## src/rtl/nor_seq_pkg.sv

```systemverilog
package nor_seq_pkg;

    typedef enum logic [1:0] {
        OP_READ = 2'd0,
        OP_PROG = 2'd1,
        OP_SECT = 2'd2,
        OP_CHIP = 2'd3
    } op_e;

    typedef enum logic [3:0] {
        ST_IDLE,
        ST_POLL_CMD,
        ST_POLL_DUMMY,
        ST_GAP,
        ST_WREN,
        ST_OPCODE,
        ST_ADDR,
        ST_WDATA,
        ST_RDATA,
        ST_RHOLD,
        ST_DONE
    } st_e;

    localparam logic [7:0] BYTE_STATUS = 8'h05;
    localparam logic [7:0] BYTE_WEN    = 8'h06;
    localparam logic [7:0] BYTE_READ   = 8'h03;
    localparam logic [7:0] BYTE_PROG   = 8'h02;
    localparam logic [7:0] BYTE_SECT   = 8'h20;
    localparam logic [7:0] BYTE_CHIP   = 8'hC7;
    localparam logic [7:0] BYTE_FILL   = 8'hA5;

    localparam int BUSY_BIT = 0;
    localparam int FAIL_BIT = 5;
    localparam int ADDR_W   = 24;

endpackage

```

## src/rtl/nor_spi_shifter.sv

```systemverilog
module nor_spi_shifter #(
    parameter int HALF_DIV = 2
) (
    input  logic       clk,
    input  logic       rst_n,
    input  logic       start,
    input  logic [7:0] tx_byte,
    output logic       busy,
    output logic       done,
    output logic [7:0] rx_byte,
    output logic       sclk,
    output logic       mosi,
    input  logic       miso
);
    localparam int DIV_W = $clog2(HALF_DIV + 1);

    logic [DIV_W-1:0] div_q;
    logic [2:0]       bit_q;
    logic [7:0]       sh_q;
    logic [7:0]       rx_q;
    logic             busy_q;
    logic             sclk_q;
    logic             done_q;

    always_ff @(posedge clk or negedge rst_n) begin
        if (!rst_n) begin
            div_q  <= '0;
            bit_q  <= '0;
            sh_q   <= '0;
            rx_q   <= '0;
            busy_q <= 1'b0;
            sclk_q <= 1'b0;
            done_q <= 1'b0;
        end else begin
            done_q <= 1'b0;
            if (!busy_q) begin
                if (start) begin
                    sh_q   <= tx_byte;
                    busy_q <= 1'b1;
                    div_q  <= '0;
                    bit_q  <= '0;
                    sclk_q <= 1'b0;
                end
            end else if (div_q == DIV_W'(HALF_DIV - 1)) begin
                div_q <= '0;
                if (!sclk_q) begin
                    sclk_q <= 1'b1;
                    rx_q   <= {rx_q[6:0], miso};
                end else begin
                    sclk_q <= 1'b0;
                    sh_q   <= {sh_q[6:0], 1'b0};
                    if (bit_q == 3'd7) begin
                        busy_q <= 1'b0;
                        done_q <= 1'b1;
                    end else begin
                        bit_q <= bit_q + 3'd1;
                    end
                end
            end else begin
                div_q <= div_q + DIV_W'(1);
            end
        end
    end

    assign busy    = busy_q;
    assign done    = done_q;
    assign rx_byte = rx_q;
    assign sclk    = sclk_q;
    assign mosi    = sh_q[7];

    AST_START_WHEN_IDLE: assert property (@(posedge clk) disable iff (!rst_n)
        start |-> !busy_q);
    AST_IDLE_SCLK_LOW: assert property (@(posedge clk) disable iff (!rst_n)
        !busy_q |-> !sclk_q);
    AST_DONE_SINGLE: assert property (@(posedge clk) disable iff (!rst_n)
        done_q |=> !done_q);

endmodule

```

## src/rtl/nor_gap_timer.sv

```systemverilog
module nor_gap_timer #(
    parameter int W = 16
) (
    input  logic         clk,
    input  logic         rst_n,
    input  logic         load,
    input  logic [W-1:0] load_val,
    output logic         expired
);
    logic [W-1:0] cnt_q;

    always_ff @(posedge clk or negedge rst_n) begin
        if (!rst_n) begin
            cnt_q <= '0;
        end else if (load) begin
            cnt_q <= load_val;
        end else if (cnt_q != '0) begin
            cnt_q <= cnt_q - W'(1);
        end
    end

    assign expired = (cnt_q == '0);

    AST_GAP_RELOAD: assert property (@(posedge clk) disable iff (!rst_n)
        load |=> cnt_q == $past(load_val));

endmodule

```

## src/rtl/nor_cmd_seq.sv

```systemverilog
module nor_cmd_seq
    import nor_seq_pkg::*;
#(
    parameter int CLK_HALF   = 2,
    parameter int GAP_W      = 16,
    parameter int LEN_W      = 16,
    parameter int PAGE_BYTES = 256
) (
    input  logic             clk,
    input  logic             rst_n,
    input  logic [GAP_W-1:0] poll_gap,
    input  logic             req_valid,
    output logic             req_ready,
    input  logic [1:0]       req_op,
    input  logic [23:0]      req_addr,
    input  logic [LEN_W-1:0] req_len,
    input  logic [7:0]       wr_data,
    input  logic             wr_valid,
    output logic             wr_ready,
    output logic [7:0]       rd_data,
    output logic             rd_valid,
    input  logic             rd_ready,
    output logic             op_done,
    output logic             op_err,
    output logic             spi_sclk,
    output logic             spi_mosi,
    input  logic             spi_miso,
    output logic             spi_cs_n
);
    localparam int PAGE_W  = $clog2(PAGE_BYTES);
    localparam int CNT_W   = (LEN_W > PAGE_W + 1) ? LEN_W : PAGE_W + 1;
    localparam int MIN_GAP = 2 * CLK_HALF;
    localparam int CHK_W   = $clog2(MIN_GAP + 2) + 1;

    st_e              state_q, state_d;
    st_e              gap_next_q, gap_next_d;
    op_e              op_q;
    logic [23:0]      addr_q;
    logic [LEN_W-1:0] len_q;
    logic [CNT_W-1:0] cnt_q;
    logic [1:0]       aidx_q;
    logic             err_q;
    logic [7:0]       rdata_q;

    logic             sh_start, sh_busy, sh_done;
    logic [7:0]       sh_tx, sh_rx;
    logic             gap_load, gap_expired;
    logic [GAP_W-1:0] gap_val;
    logic [GAP_W-1:0] poll_eff;
    logic             byte_state, launch;
    logic             last_rd, last_wr;
    logic [7:0]       opcode;

    nor_spi_shifter #(.HALF_DIV(CLK_HALF)) shifter_i (
        .clk     (clk),
        .rst_n   (rst_n),
        .start   (sh_start),
        .tx_byte (sh_tx),
        .busy    (sh_busy),
        .done    (sh_done),
        .rx_byte (sh_rx),
        .sclk    (spi_sclk),
        .mosi    (spi_mosi),
        .miso    (spi_miso)
    );

    nor_gap_timer #(.W(GAP_W)) gap_i (
        .clk      (clk),
        .rst_n    (rst_n),
        .load     (gap_load),
        .load_val (gap_val),
        .expired  (gap_expired)
    );

    assign poll_eff = (poll_gap < GAP_W'(MIN_GAP)) ? GAP_W'(MIN_GAP) : poll_gap;
    assign last_rd  = (cnt_q == CNT_W'(len_q - LEN_W'(1)));
    assign last_wr  = (cnt_q == CNT_W'(PAGE_BYTES - 1));

    always_comb begin
        unique case (op_q)
            OP_READ: opcode = BYTE_READ;
            OP_PROG: opcode = BYTE_PROG;
            OP_SECT: opcode = BYTE_SECT;
            OP_CHIP: opcode = BYTE_CHIP;
        endcase
    end

    // state register
    always_ff @(posedge clk or negedge rst_n) begin
        if (!rst_n) begin
            state_q    <= ST_IDLE;
            gap_next_q <= ST_IDLE;
        end else begin
            state_q    <= state_d;
            gap_next_q <= gap_next_d;
        end
    end

    // next state and gap control
    always_comb begin
        state_d    = state_q;
        gap_next_d = gap_next_q;
        gap_load   = 1'b0;
        gap_val    = GAP_W'(MIN_GAP);
        unique case (state_q)
            ST_IDLE: begin
                if (req_valid) state_d = ST_POLL_CMD;
            end
            ST_POLL_CMD: begin
                if (sh_done) state_d = ST_POLL_DUMMY;
            end
            ST_POLL_DUMMY: begin
                if (sh_done) begin
                    state_d  = ST_GAP;
                    gap_load = 1'b1;
                    if (sh_rx[BUSY_BIT]) begin
                        gap_val    = poll_eff;
                        gap_next_d = ST_POLL_CMD;
                    end else begin
                        gap_next_d = (op_q == OP_READ) ? ST_OPCODE : ST_WREN;
                    end
                end
            end
            ST_GAP: begin
                if (gap_expired) state_d = gap_next_q;
            end
            ST_WREN: begin
                if (sh_done) begin
                    state_d    = ST_GAP;
                    gap_load   = 1'b1;
                    gap_next_d = ST_OPCODE;
                end
            end
            ST_OPCODE: begin
                if (sh_done) begin
                    if (op_q == OP_CHIP) begin
                        state_d    = ST_GAP;
                        gap_load   = 1'b1;
                        gap_next_d = ST_DONE;
                    end else begin
                        state_d = ST_ADDR;
                    end
                end
            end
            ST_ADDR: begin
                if (sh_done && aidx_q == 2'd2) begin
                    if (op_q == OP_PROG) begin
                        state_d = ST_WDATA;
                    end else if (op_q == OP_READ && len_q != '0) begin
                        state_d = ST_RDATA;
                    end else begin
                        state_d    = ST_GAP;
                        gap_load   = 1'b1;
                        gap_next_d = ST_DONE;
                    end
                end
            end
            ST_WDATA: begin
                if (sh_done && last_wr) begin
                    state_d    = ST_GAP;
                    gap_load   = 1'b1;
                    gap_next_d = ST_DONE;
                end
            end
            ST_RDATA: begin
                if (sh_done) state_d = ST_RHOLD;
            end
            ST_RHOLD: begin
                if (rd_ready) begin
                    if (last_rd) begin
                        state_d    = ST_GAP;
                        gap_load   = 1'b1;
                        gap_next_d = ST_DONE;
                    end else begin
                        state_d = ST_RDATA;
                    end
                end
            end
            ST_DONE: begin
                state_d = ST_IDLE;
            end
            default: state_d = ST_IDLE;
        endcase
    end

    // outputs and byte launch
    always_comb begin
        byte_state = 1'b0;
        sh_tx      = BYTE_FILL;
        unique case (state_q)
            ST_POLL_CMD:   begin byte_state = 1'b1; sh_tx = BYTE_STATUS; end
            ST_POLL_DUMMY: begin byte_state = 1'b1; sh_tx = BYTE_FILL;   end
            ST_WREN:       begin byte_state = 1'b1; sh_tx = BYTE_WEN;    end
            ST_OPCODE:     begin byte_state = 1'b1; sh_tx = opcode;      end
            ST_ADDR:       begin byte_state = 1'b1; sh_tx = addr_q[8*(2-aidx_q) +: 8]; end
            ST_WDATA:      begin byte_state = 1'b1; sh_tx = wr_data;     end
            ST_RDATA:      begin byte_state = 1'b1; sh_tx = BYTE_FILL;   end
            default:       begin byte_state = 1'b0; sh_tx = BYTE_FILL;   end
        endcase
        launch    = byte_state && !sh_busy && !sh_done;
        wr_ready  = launch && (state_q == ST_WDATA);
        sh_start  = launch && ((state_q != ST_WDATA) || wr_valid);
        spi_cs_n  = !(byte_state || state_q == ST_RHOLD);
        req_ready = (state_q == ST_IDLE);
        rd_valid  = (state_q == ST_RHOLD);
        op_done   = (state_q == ST_DONE);
    end

    assign rd_data = rdata_q;
    assign op_err  = err_q;

    // datapath
    always_ff @(posedge clk or negedge rst_n) begin
        if (!rst_n) begin
            op_q    <= OP_READ;
            addr_q  <= '0;
            len_q   <= '0;
            cnt_q   <= '0;
            aidx_q  <= '0;
            err_q   <= 1'b0;
            rdata_q <= '0;
        end else begin
            if (state_q == ST_IDLE && req_valid) begin
                op_q   <= op_e'(req_op);
                len_q  <= req_len;
                cnt_q  <= '0;
                aidx_q <= '0;
                err_q  <= 1'b0;
                unique case (op_e'(req_op))
                    OP_PROG: addr_q <= {req_addr[23:8], 8'h00};
                    OP_SECT: addr_q <= {req_addr[23:12], 12'h000};
                    default: addr_q <= req_addr;
                endcase
            end
            if (state_q == ST_POLL_DUMMY && sh_done && !sh_rx[BUSY_BIT])
                err_q <= sh_rx[FAIL_BIT];
            if (state_q == ST_ADDR && sh_done)
                aidx_q <= aidx_q + 2'd1;
            if (state_q == ST_WDATA && sh_done)
                cnt_q <= cnt_q + CNT_W'(1);
            if (state_q == ST_RDATA && sh_done)
                rdata_q <= sh_rx;
            if (state_q == ST_RHOLD && rd_ready)
                cnt_q <= cnt_q + CNT_W'(1);
        end
    end

    // chip-select high time, kept for the gap check
    logic [CHK_W-1:0] cs_hi_cnt;
    always_ff @(posedge clk or negedge rst_n) begin
        if (!rst_n)               cs_hi_cnt <= '1;
        else if (!spi_cs_n)       cs_hi_cnt <= '0;
        else if (cs_hi_cnt != '1) cs_hi_cnt <= cs_hi_cnt + CHK_W'(1);
    end

    AST_CS_HIGH_SCLK_LOW: assert property (@(posedge clk) disable iff (!rst_n)
        spi_cs_n |-> !spi_sclk);
    AST_CS_MIN_GAP: assert property (@(posedge clk) disable iff (!rst_n)
        $fell(spi_cs_n) |-> cs_hi_cnt >= CHK_W'(MIN_GAP));
    AST_RD_HOLD: assert property (@(posedge clk) disable iff (!rst_n)
        (rd_valid && !rd_ready) |=> (rd_valid && $stable(rd_data)));
    AST_DONE_PULSE: assert property (@(posedge clk) disable iff (!rst_n)
        op_done |=> (!op_done && req_ready));
    AST_WR_IN_FRAME: assert property (@(posedge clk) disable iff (!rst_n)
        wr_ready |-> !spi_cs_n);

endmodule

```

## config.mk

```make
export PLATFORM = sky130hd
export DESIGN_NAME = nor_cmd_seq
export DESIGN_NICKNAME = d
export VERILOG_FILES = /design/src/rtl/nor_seq_pkg.sv /design/src/rtl/nor_spi_shifter.sv /design/src/rtl/nor_gap_timer.sv /design/src/rtl/nor_cmd_seq.sv
export SDC_FILE = /design/constraint.sdc
export NUM_CORES = 1
export LEC_CHECK = 0
export ABC_AREA = 0
export BUFFER_PORTS_ARGS = -buffer_cell sky130_fd_sc_hd__clkbuf_2
export CAP_MARGIN = 20
export CORE_MARGIN = 2
export CORE_UTILIZATION = 50
export DETAILED_ROUTE_END_ITERATION = 8
export PLACE_DENSITY = 0.73
export SYNTH_ARGS = -nofsm -noshare
export SYNTH_HDL_FRONTEND = slang
export SYNTH_SLANG_ARGS = --single-unit
```

## constraint.sdc

```tcl
create_clock -name clk -period 2.6 [get_ports clk]
set_clock_uncertainty 0.2 [all_clocks]
set_input_delay 0.52 -clock clk [delete_from_list [all_inputs] [get_ports clk]]
set_output_delay 0.52 -clock clk [all_outputs]
set_load 0.05 [all_outputs]
```

-- After elaboration in Yosys (flattened, before gate mapping)
Index checks and enable logic that the tools add are counted.
- word-level logic and storage cells: 184
- flip-flop bits (word level): 117
- bits in writable memories: 0
- memories: 0
- latch bits: 0
- output and inout bits: 16
- bits in read-only memories: 0
- add/subtract/negate cells: 7
- mux-type cells: 79
- $mul: 0
- reduce and logical (&&, ||, !) cells: 39
- $lt $le $gt $ge: 1
- equal/unequal tests: 39
- shifts and indexed selects: 1
- bitwise logic cells: 1
- divide/modulo/power cells: 0
- operator list (kind ; number):
    $mux 16 ; 9
    $mux 4 ; 22
    $pmux 8 s5 ; 1
    $pmux 4 s9 ; 1
    $shiftx 24x33->8 ; 1
    $mux 8 ; 4
    $pmux 8 s4 ; 1
    $reduce_bool 16->1 ; 2
    $sub 16x1->16 const B ; 2
    $mux 1 ; 26
    $pmux 12 s2 ; 1
    $pmux 4 s6 ; 1
    $mux 3 ; 7
    $ne 2x2->1 const B ; 10
    $add 16x1->16 const B ; 1
    $eq 16x16->1 ; 1
    $eq 16x8->1 const B ; 1
    $eq 4x3->1 const B ; 4
    $logic_not 16->1 ; 1
    $lt 16x3->1 const B ; 1
    $ne 2x1->1 const B ; 8
    $logic_and 1x1->1 ; 14
    $eq 4x4->1 const B ; 3
    $reduce_and 11->1 ; 1
    other kinds (25) ; 44

-- Logic depth before layout (Yosys ltp)
Gate-level depths: netlist of the first run.
- word-level depth: 8
- gate-level depth with buffers: 11

-- By module
A second synthesis of the first run with hierarchy kept.
- cell total of the unflattened synthesis: 782
- area total of the unflattened synthesis: 7034.2 um^2
- by module, submodules not included (module ; seq. area each (um^2) ; cells an instance ; times used ; area an instance (um^2)):
    nor_cmd_seq ; 1901.8 ; 603 ; 1 ; 4973.5
    nor_spi_shifter ; 600.6 ; 75 ; 1 ; 1054.8
    nor_gap_timer ; 400.4 ; 104 ; 1 ; 1006.0

-- Worst setup path before layout of the first run
Ideal clock, no wire load.
- path kind: reg-to-reg
- start point: register state_q[1]
- end point: register addr_q[10]
- path slack: -1126 ps
- setup time: 136 ps
- path buffers: 3
- cell stages (with the launch flop): 8
- arrival time: 3390 ps
- cell sequence: dfrtp_1 -> clkbuf_1 -> nor4_1 -> nand2_1 -> clkbuf_1 -> clkbuf_1 -> nand2_1 -> o21ai_0
- cells in the longest elaborated chain, start to end: 2
- ends and longest elaborated chain (what ; RTL line ; RTL):
    start: declaration ; nor_cmd_seq.sv:35 ; st_e state_q, state_d;
    start signal: assignment ; nor_cmd_seq.sv:94 ; state_q <= state_d;
    $logic_not 4->1 ; - ;
    net req_ready ; nor_cmd_seq.sv:13 ; output logic req_ready,
    $logic_and 1x1->1 ; nor_cmd_seq.sv:223 ; if (state_q == ST_IDLE && req_valid) begin
    end signal: assignment ; nor_cmd_seq.sv:230 ; OP_PROG: addr_q <= {req_addr[23:8], 8'h00};
    end signal: assignment ; nor_cmd_seq.sv:231 ; OP_SECT: addr_q <= {req_addr[23:12], 12'h000};
    end signal: assignment ; nor_cmd_seq.sv:232 ; default: addr_q <= req_addr;
    end: declaration ; nor_cmd_seq.sv:38 ; logic [23:0] addr_q;
The timed path passes the listed nets, and every way through them passes these cells.
A chain may end at the register's enable or synchronous reset.

-- Worst setup path in the final report of the first run
- start point: register len_q[3]
- end point: register gap_next_q[0]
- cells in the longest elaborated chain, start to end: 4
- elaborated cells on any way between the ends: 7
- those cells by class: add/sub: 1; eq/ne: 3; reduce/logical: 3
- ends and longest elaborated chain (what ; RTL line ; RTL):
    start: declaration ; nor_cmd_seq.sv:39 ; logic [LEN_W-1:0] len_q;
    start signal: assignment ; nor_cmd_seq.sv:225 ; len_q <= req_len;
    $sub 16x1->16 / $reduce_bool 16->1 (equally long branches) ; nor_cmd_seq.sv:76, nor_cmd_seq.sv:149 ;
    $eq 16x16->1 / $logic_and 1x1->1 (equally long branches) ; nor_cmd_seq.sv:76, nor_cmd_seq.sv:149 ;
    $ne 2x1->1 (no line) / $ne 2x2->1 (equally long branches) ; - ;
    $reduce_and 11->1 (no line) (*) ; - ;
    end signal: assignment ; nor_cmd_seq.sv:95 ; gap_next_q <= gap_next_d;
    end: declaration ; nor_cmd_seq.sv:36 ; st_e gap_next_q, gap_next_d;
Every way passes the cells marked *; elsewhere a longest branch is shown, timed or not.

==> reports/results.tsv, run 1 <==
metric	value	unit
clock network power share	55.7	%
first-pass GRT wire length	28900	um
final period utilization	106	%
maximum clock frequency	362	MHz
Die Wd	119	um
NetSw	0.887	mW
Final Hold Fails	12	
Post-Syn Area	6660	sq um
global placer's final weighted congestion	0.925	
Max Cap Viol	0	
most frequent cell after synthesis	dfrtp_1	
initial antenna violation count	0	
Max Slew Vio Count	0	
PD cells	491	nW/um^2
Avg Inst Size Synth	9.56	sq um
Filler cells	1032	
cell with the largest stage delay on the worst path	dfrtp_1	
Crit. Startpoint	len_q[3]	
routed wire length	17700	um
share of cells above drive strength 1	36.7	%
average routed wire per standard cell	16.8	um
RSZ-0062 raised after global routing	yes	
Pleak	4.37	nW
synth top area cells	dfrtp_1 44%, mux2_2 6.3%, nand2_1 5.9%, o21ai_0 4.1%, ha_1 2.6%	
Combinational Power Share	2.9	%
Mapped Nets	783	
clock sink count	116	
GRT Total Usage	25.5	%
cts hold-fix bufs	0	
Post-layout nets	951	
largest area contributor in the netlist	dfrtp_1	
# DRC	0	
outcome	finished, violations left	
Yosys cell types	73	
crit path time final	2.76	ns
Post-synth EDFFs	0	
Area growth syn-to-layout	34.4	%
Final WS setup	-0.164	ns
reg2reg end	gap_next_q[0]	
Hold Path Class	in -> async	
count of final setup violators	22	
top-area cell type share of the netlist area	43.6	%
post-route setup TNS	-1.05	ns
dpl hpwl	12300	um
crit path buf inv count	2	
internal power	3.51	mW
average vias per placed instance	5.70	
total chip power	4.40	mW
CTS Buf Count	17	
Detail Route Antenna Nets	0	
Mapped Cells	697	
vias in the first global route	6034	
R2R setup slack	-0.16	ns
pin count of the biggest net entering global routing	117	
ys flop type	dfrtp_1	
Yosys reg bits	116	
Worst VDD drop	438	uV
cell depth of the worst flop-to-flop path	9	
yosys warns	0	
total iterations of the first detailed-routing run	5	
Worst Path Arrival	2.87	ns
total congestion overflow	0	
CP max FO	5	
row cnt	42	
critical path type	reg -> reg	
core area	13100	sq um
max-slew headroom at the worst pin	57.5	%
cell chain of the critical path	nor4_4 -> buf_4 -> nand4b_1 -> xor2_1 -> a311oi_4 -> nor3_4 -> a21oi_4 -> buf_6 -> mux2_4	
worst-margin pin slew	0.638	ns
clock root buffer master	clkbuf_16	
sequential area share after synthesis	43.6	%
Seq pwr share	41.4	%
port bufs	87	
fraction of registers with async set/reset	100	%
Post-synth top cells	116 x dfrtp_1, 104 x nand2_1, 54 x o21ai_0	
Sw Share	20.2	%
Die Span Y	119	um
later-pin clock latency in the skew report	0.43	ns
CP top delay family	simple AND/OR/NAND/NOR gates	
DIE AREA	14300	sq um
worst hold slack	-0.0233	ns
TritonCTS clock tree	done	
Clock Tree Buf Depth	2	
violated checks	negative hold slack, negative setup slack	
worst endpoint required time	2.71	ns
Setup crit start kind	flop	
drt first-iter violations	403	
initial core utilization	50.7	%
Reg clk slew, reported paths	0.05	ns
Slowest Stage Delay on Critical Path	0.42	ns
# diodes	0	
routed vias	6002	
IO Count	88	
H-tree depth	4	
Critical R2R Launch	len_q[3]	
crit path capture type	flop	
## metal layers
metal | up-vias | global-route usage (%) | wire (um)
met2 | 191 | 41.8 | 8910
li1 | 2863 | - | -
met1 | 2918 | 32.4 | 7490
met4 | 0 | 10.4 | 369
met3 | 30 | 6.03 | 969
met5 | - | 0 | 0
## cells in the final DEF (no fill, tap or decap), drive strengths merged, types with 3 or more instances in the layout
cell type    n
nor2        40
inv         16
clkinv       5
a21oi       32
and2         5
o31ai       12
nand3       22
o21ai       60
nand2      104
clkinvlp     3
a32o         6
a221oi       4
nand2b       4
mux2        48
a211o        3
or4          6
o211ai       6
bufinv       4
xnor2       16
buf         99
a31oi        6
nor2b       12
mux2i       13
clkbuf     104
a22o         9
and3         8
dfrtp      116
or3          4
nand4b       3
nor4        11
xor2        20
nor3        16
ha          14
o22ai        3
nand4        8
## how the worst max path moves through the flow
stage / depth (start not counted) / slack (ns) / end
after global placement: 6 / -0.13 / gap_i.cnt_q[15]
final: 9 / -0.16 / gap_next_q[0]
after CTS: 6 / -0.1 / gap_i.cnt_q[15]
after global routing: 9 / -0.25 / gap_next_q[0]
after detailed placement: 6 / -0.20 / rd_data[6]
after floorplan: 6 / -0.14 / gap_i.cnt_q[15]
## power by group through the flow
stage               logic [mW]  clock network, mW  registers [mW]
floorplan               0.0253                  0            1.85
global placement         0.126                  0            1.85
detailed placement       0.130                  0            1.85
CTS                      0.131               2.48            1.82
global route             0.147               2.56            1.82
finish                   0.129               2.45            1.82
## area by class of cell
cell class	count	area (sq um)	share of cell area (%)
multi-input cells	530	3880	43.3
clock inverters	10	155	1.73
well taps	176	220	2.46
flip-flops and latches	116	2910	32.5
clock buffers	21	460	5.14
repair buffers	182	1260	14.0
inverters	18	72.6	0.810
## timing repair
item | in CTS | in global routing
setup endpoints to repair | 30 | 36
cloned | 0 | 1
pin swaps | 14 | 16
setup buffers | 5 | 6
gates resized for setup | 26 | 48
## per-stage QoR
step	utilization (%)	hold WS (ns)	cell area [sq um]	instances	setup slack, ns
2_1_floorplan	-	0.0244	6710	697	-0.144
3_3_place_gp	60.3	0.262	7920	1010	-0.134
3_5_place_dp	60.3	0.271	7920	1010	-0.201
4_1_cts	66.2	0.0200	8700	1046	-0.0961
5_1_grt	68.2	0.0377	8960	1053	-0.247
6_report	68.2	-0.0233	8960	1053	-0.164
## cells by family (layout without fill, tap and decap cells)
family / after synthesis / count (layout) / share of synthesized area (%)
AO/OA/AOI/OAI: 166 / 166 / 16.5
adder cells (fa/ha/maj): 14 / 14 / 2.63
AND/OR/NAND/NOR: 253 / 253 / 19.2
buffers and inverters: 51 / 231 / 2.89
XOR/XNOR: 36 / 36 / 4.73
multiplexers: 61 / 61 / 10.5
flip-flops: 116 / 116 / 43.6
## state kept, by name (all words and copies together) (netlist names), 2 cells and up
register / count
len_q: 16
aidx_q: 2
rd_data: 8
gap_i.cnt_q: 16
shifter_i.sh_q: 8
shifter_i.div_q: 2
shifter_i.bit_q: 3
cnt_q: 16
state_q: 4
op_q: 2
addr_q: 24
shifter_i.rx_byte: 8
gap_next_q: 3
Power figures use the tool's default switching activity.
==> run 2, diff against run 1 <==
==> constraint.sdc (replaced) <==
create_clock -name clk -period 2.6 [get_ports clk]
set_clock_uncertainty 0.2 [all_clocks]
set_input_delay 0.78 -clock clk [delete_from_list [all_inputs] [get_ports clk]]
set_output_delay 0.78 -clock clk [all_outputs]
set_load 0.05 [all_outputs]
==> run 2 against run 1 <==
The flow finishes with violations (negative setup slack). Power rose by 6.9%. Fmax increased by 1.1%. Global-route usage rose by 1.7 points. Utilization grew 1.9 points. Combinational power increased by 5%. Setup slack improved by 0.031 ns. Wire length increased by 8.0%. Critical path type unchanged. Highest routed layer unchanged.
==> reports/results.tsv, run 2 (synthesis results as in run 1) <==
metric	value	unit	change
H-tree depth	4		unchanged
Seq pwr share	38.8	%	-2.6 points
routed vias	6319		+5.3%
routed wire length	19200	um	+8.0%
Stages on worst setup path	6		-3
violated checks	negative setup slack		
global placer's final weighted congestion	0.953		+3.0%
cell depth of the worst flop-to-flop path	6		-3
crit path capture type	flop		
maximum clock frequency	366	MHz	+1.1%
Die Wd	119	um	unchanged
first-pass GRT wire length	30700	um	+6.2%
# diodes	0		unchanged
vias in the first global route	6255		+3.7%
cell chain of the critical path	or4_4 -> or4_4 -> or3_4 -> nor4_4 -> mux2_4 -> a22o_1		
average vias per placed instance	5.88		+3.1%
most crowded layer after global routing	met2		
Critical R2R Launch	gap_i.cnt_q[4]		
count of final setup violators	22		unchanged
grt met1 use	34.0	%	+1.6 points
PD cells	510	nW/um^2	+4.0%
clock network power share	58.4	%	+2.7 points
most used cell, CP	or4_4		
Largest Register	addr_q		
reg2reg end	gap_i.cnt_q[15]		
drt first-iter violations	486		+21%
Worst Path Arrival	2.84	ns	-0.03 ns
commonest non-fill, non-tap cell in the layout	dfrtp_1		
CTS Buf Count	17		unchanged
R2R setup slack	-0.13	ns	+0.03 ns
clock sink count	116		unchanged
CP max FO	4		-1
M3 GR Usage	6.99	%	+0.96 points
final period utilization	105	%	-1.2 points
Setup crit start kind	flop		
Worst Setup EP	gap_i.cnt_q[15]		
DIE AREA	14300	sq um	unchanged
total iterations of the first detailed-routing run	5		unchanged
Sw Share	19.2	%	-1.0 points
Clock Tree Buf Depth	2		unchanged
share of cells above drive strength 1	36.8	%	+0.10 points
Post-layout nets	972		+2.2%
GRT Total Usage	27.2	%	+1.7 points
port bufs	87		unchanged
RSZ-0062 raised after global routing	yes		
Worst VDD drop	766	uV	+75%
row cnt	42		unchanged
Pleak	4.52	nW	+3.3%
core area	13100	sq um	unchanged
number of flip-flops in the largest register	24		unchanged
max-slew headroom at the worst pin	60.8	%	+3.3 points
Max Cap Viol	0		unchanged
Hold Path Class	in -> async		
Die Span Y	119	um	unchanged
initial core utilization	50.7	%	unchanged
later-pin clock latency in the skew report	0.42	ns	about the same
dpl hpwl	12800	um	+4.0%
pin count of the biggest net entering global routing	67		-43%
Detail Route Antenna Nets	0		unchanged
Reg clk slew, reported paths	0.05	ns	about the same
crit path time final	2.73	ns	-0.0312 ns
Slowest Stage Delay on Critical Path	0.54	ns	+0.12 ns
internal power	3.80	mW	+8.3%
crit path buf inv count	0		-2
Crit. Startpoint	gap_i.cnt_q[4]		
initial antenna violation count	0		unchanged
post-route setup TNS	-1.39	ns	-0.338 ns
worst-margin pin slew	0.588	ns	-0.0497 ns
clock root buffer master	clkbuf_16		
Final WS setup	-0.133	ns	+0.0312 ns
met2 Track Usage GR	44.9	%	+3.1 points
Max Slew Vio Count	0		unchanged
Area growth syn-to-layout	38.1	%	
average routed wire per standard cell	17.8	um	+5.8%
TritonCTS clock tree	done		
# DRC	0		unchanged
cell with the largest stage delay on the worst path	or4_4		
critical path type	reg -> reg		
Final Hold Fails	0		-12
outcome	finished, violations left		
worst hold slack	0.143	ns	+0.167 ns
CP top delay family	simple AND/OR/NAND/NOR gates		
Combinational Power Share	2.9	%	about the same
worst endpoint required time	2.71	ns	about the same
NetSw	0.900	mW	+1.4%
total congestion overflow	0		unchanged
most frequent cells in the layout	113 x dfrtp_1, 104 x buf_4, 100 x nand2_1		
IO Count	88		unchanged
==> run 2: final cells by class <==
class / instances / area [sq um]
clock buffer: 24 / 502
clock inverter: 8 / 193
fill: 958 / 3940
inverter: 18 / 76.3
multi-input combinational: 530 / 3820
sequential: 116 / 2910
tap: 176 / 220
timing repair buffer: 203 / 1490
==> run 2: routing by layer <==
metal  wire [um]  up-vias
met3        1280       65
met4         592        0
li1            -     2928
met5           0        -
met1        7850     3030
met2        9440      296
==> run 2: timing repair <==
item | 4_1_cts | 5_1_grt
resized for setup | 42 | 16
setup endpoints to repair | 34 | 35
gates cloned | 1 | 0
hold buffers | 0 | 0
pin swaps | 22 | 14
setup buffers | 22 | 8
==> run 2: worst min path at each step <==
stage	endpoint	slack, ns	cells past startpoint
2_1_floorplan	shifter_i.sh_q[0]	0.25	2
3_3_place_gp	addr_q[5]	0.26	2
3_5_place_dp	addr_q[4]	0.27	2
4_1_cts	gap_i.cnt_q[11]	0.16	2
5_1_grt	gap_i.cnt_q[11]	0.17	2
6_report	gap_i.cnt_q[11]	0.14	2
==> run 2: through the flow <==
step / instances / utilization (%) / setup WS [ns] / total power [mW] / cell area, sq um
2_1_floorplan: 697 / - / -0.144 / 1.87 / 6720
3_3_place_gp: 1012 / 60.8 / -0.152 / 1.98 / 7990
3_5_place_dp: 1012 / 60.8 / -0.182 / 1.99 / 7990
4_1_cts: 1067 / 69.1 / -0.123 / 4.73 / 9080
5_1_grt: 1075 / 70.0 / -0.227 / 4.83 / 9200
6_report: 1075 / 70.0 / -0.133 / 4.70 / 9200
==> run 2: power by group through the flow <==
stage	Combinational (mW)	Clock, mW	Sequential (mW)
3_3_place_gp	0.132	0	1.85
4_1_cts	0.137	2.77	1.82
6_report	0.135	2.74	1.82
2_1_floorplan	0.0253	0	1.85
5_1_grt	0.153	2.85	1.82
3_5_place_dp	0.136	0	1.85
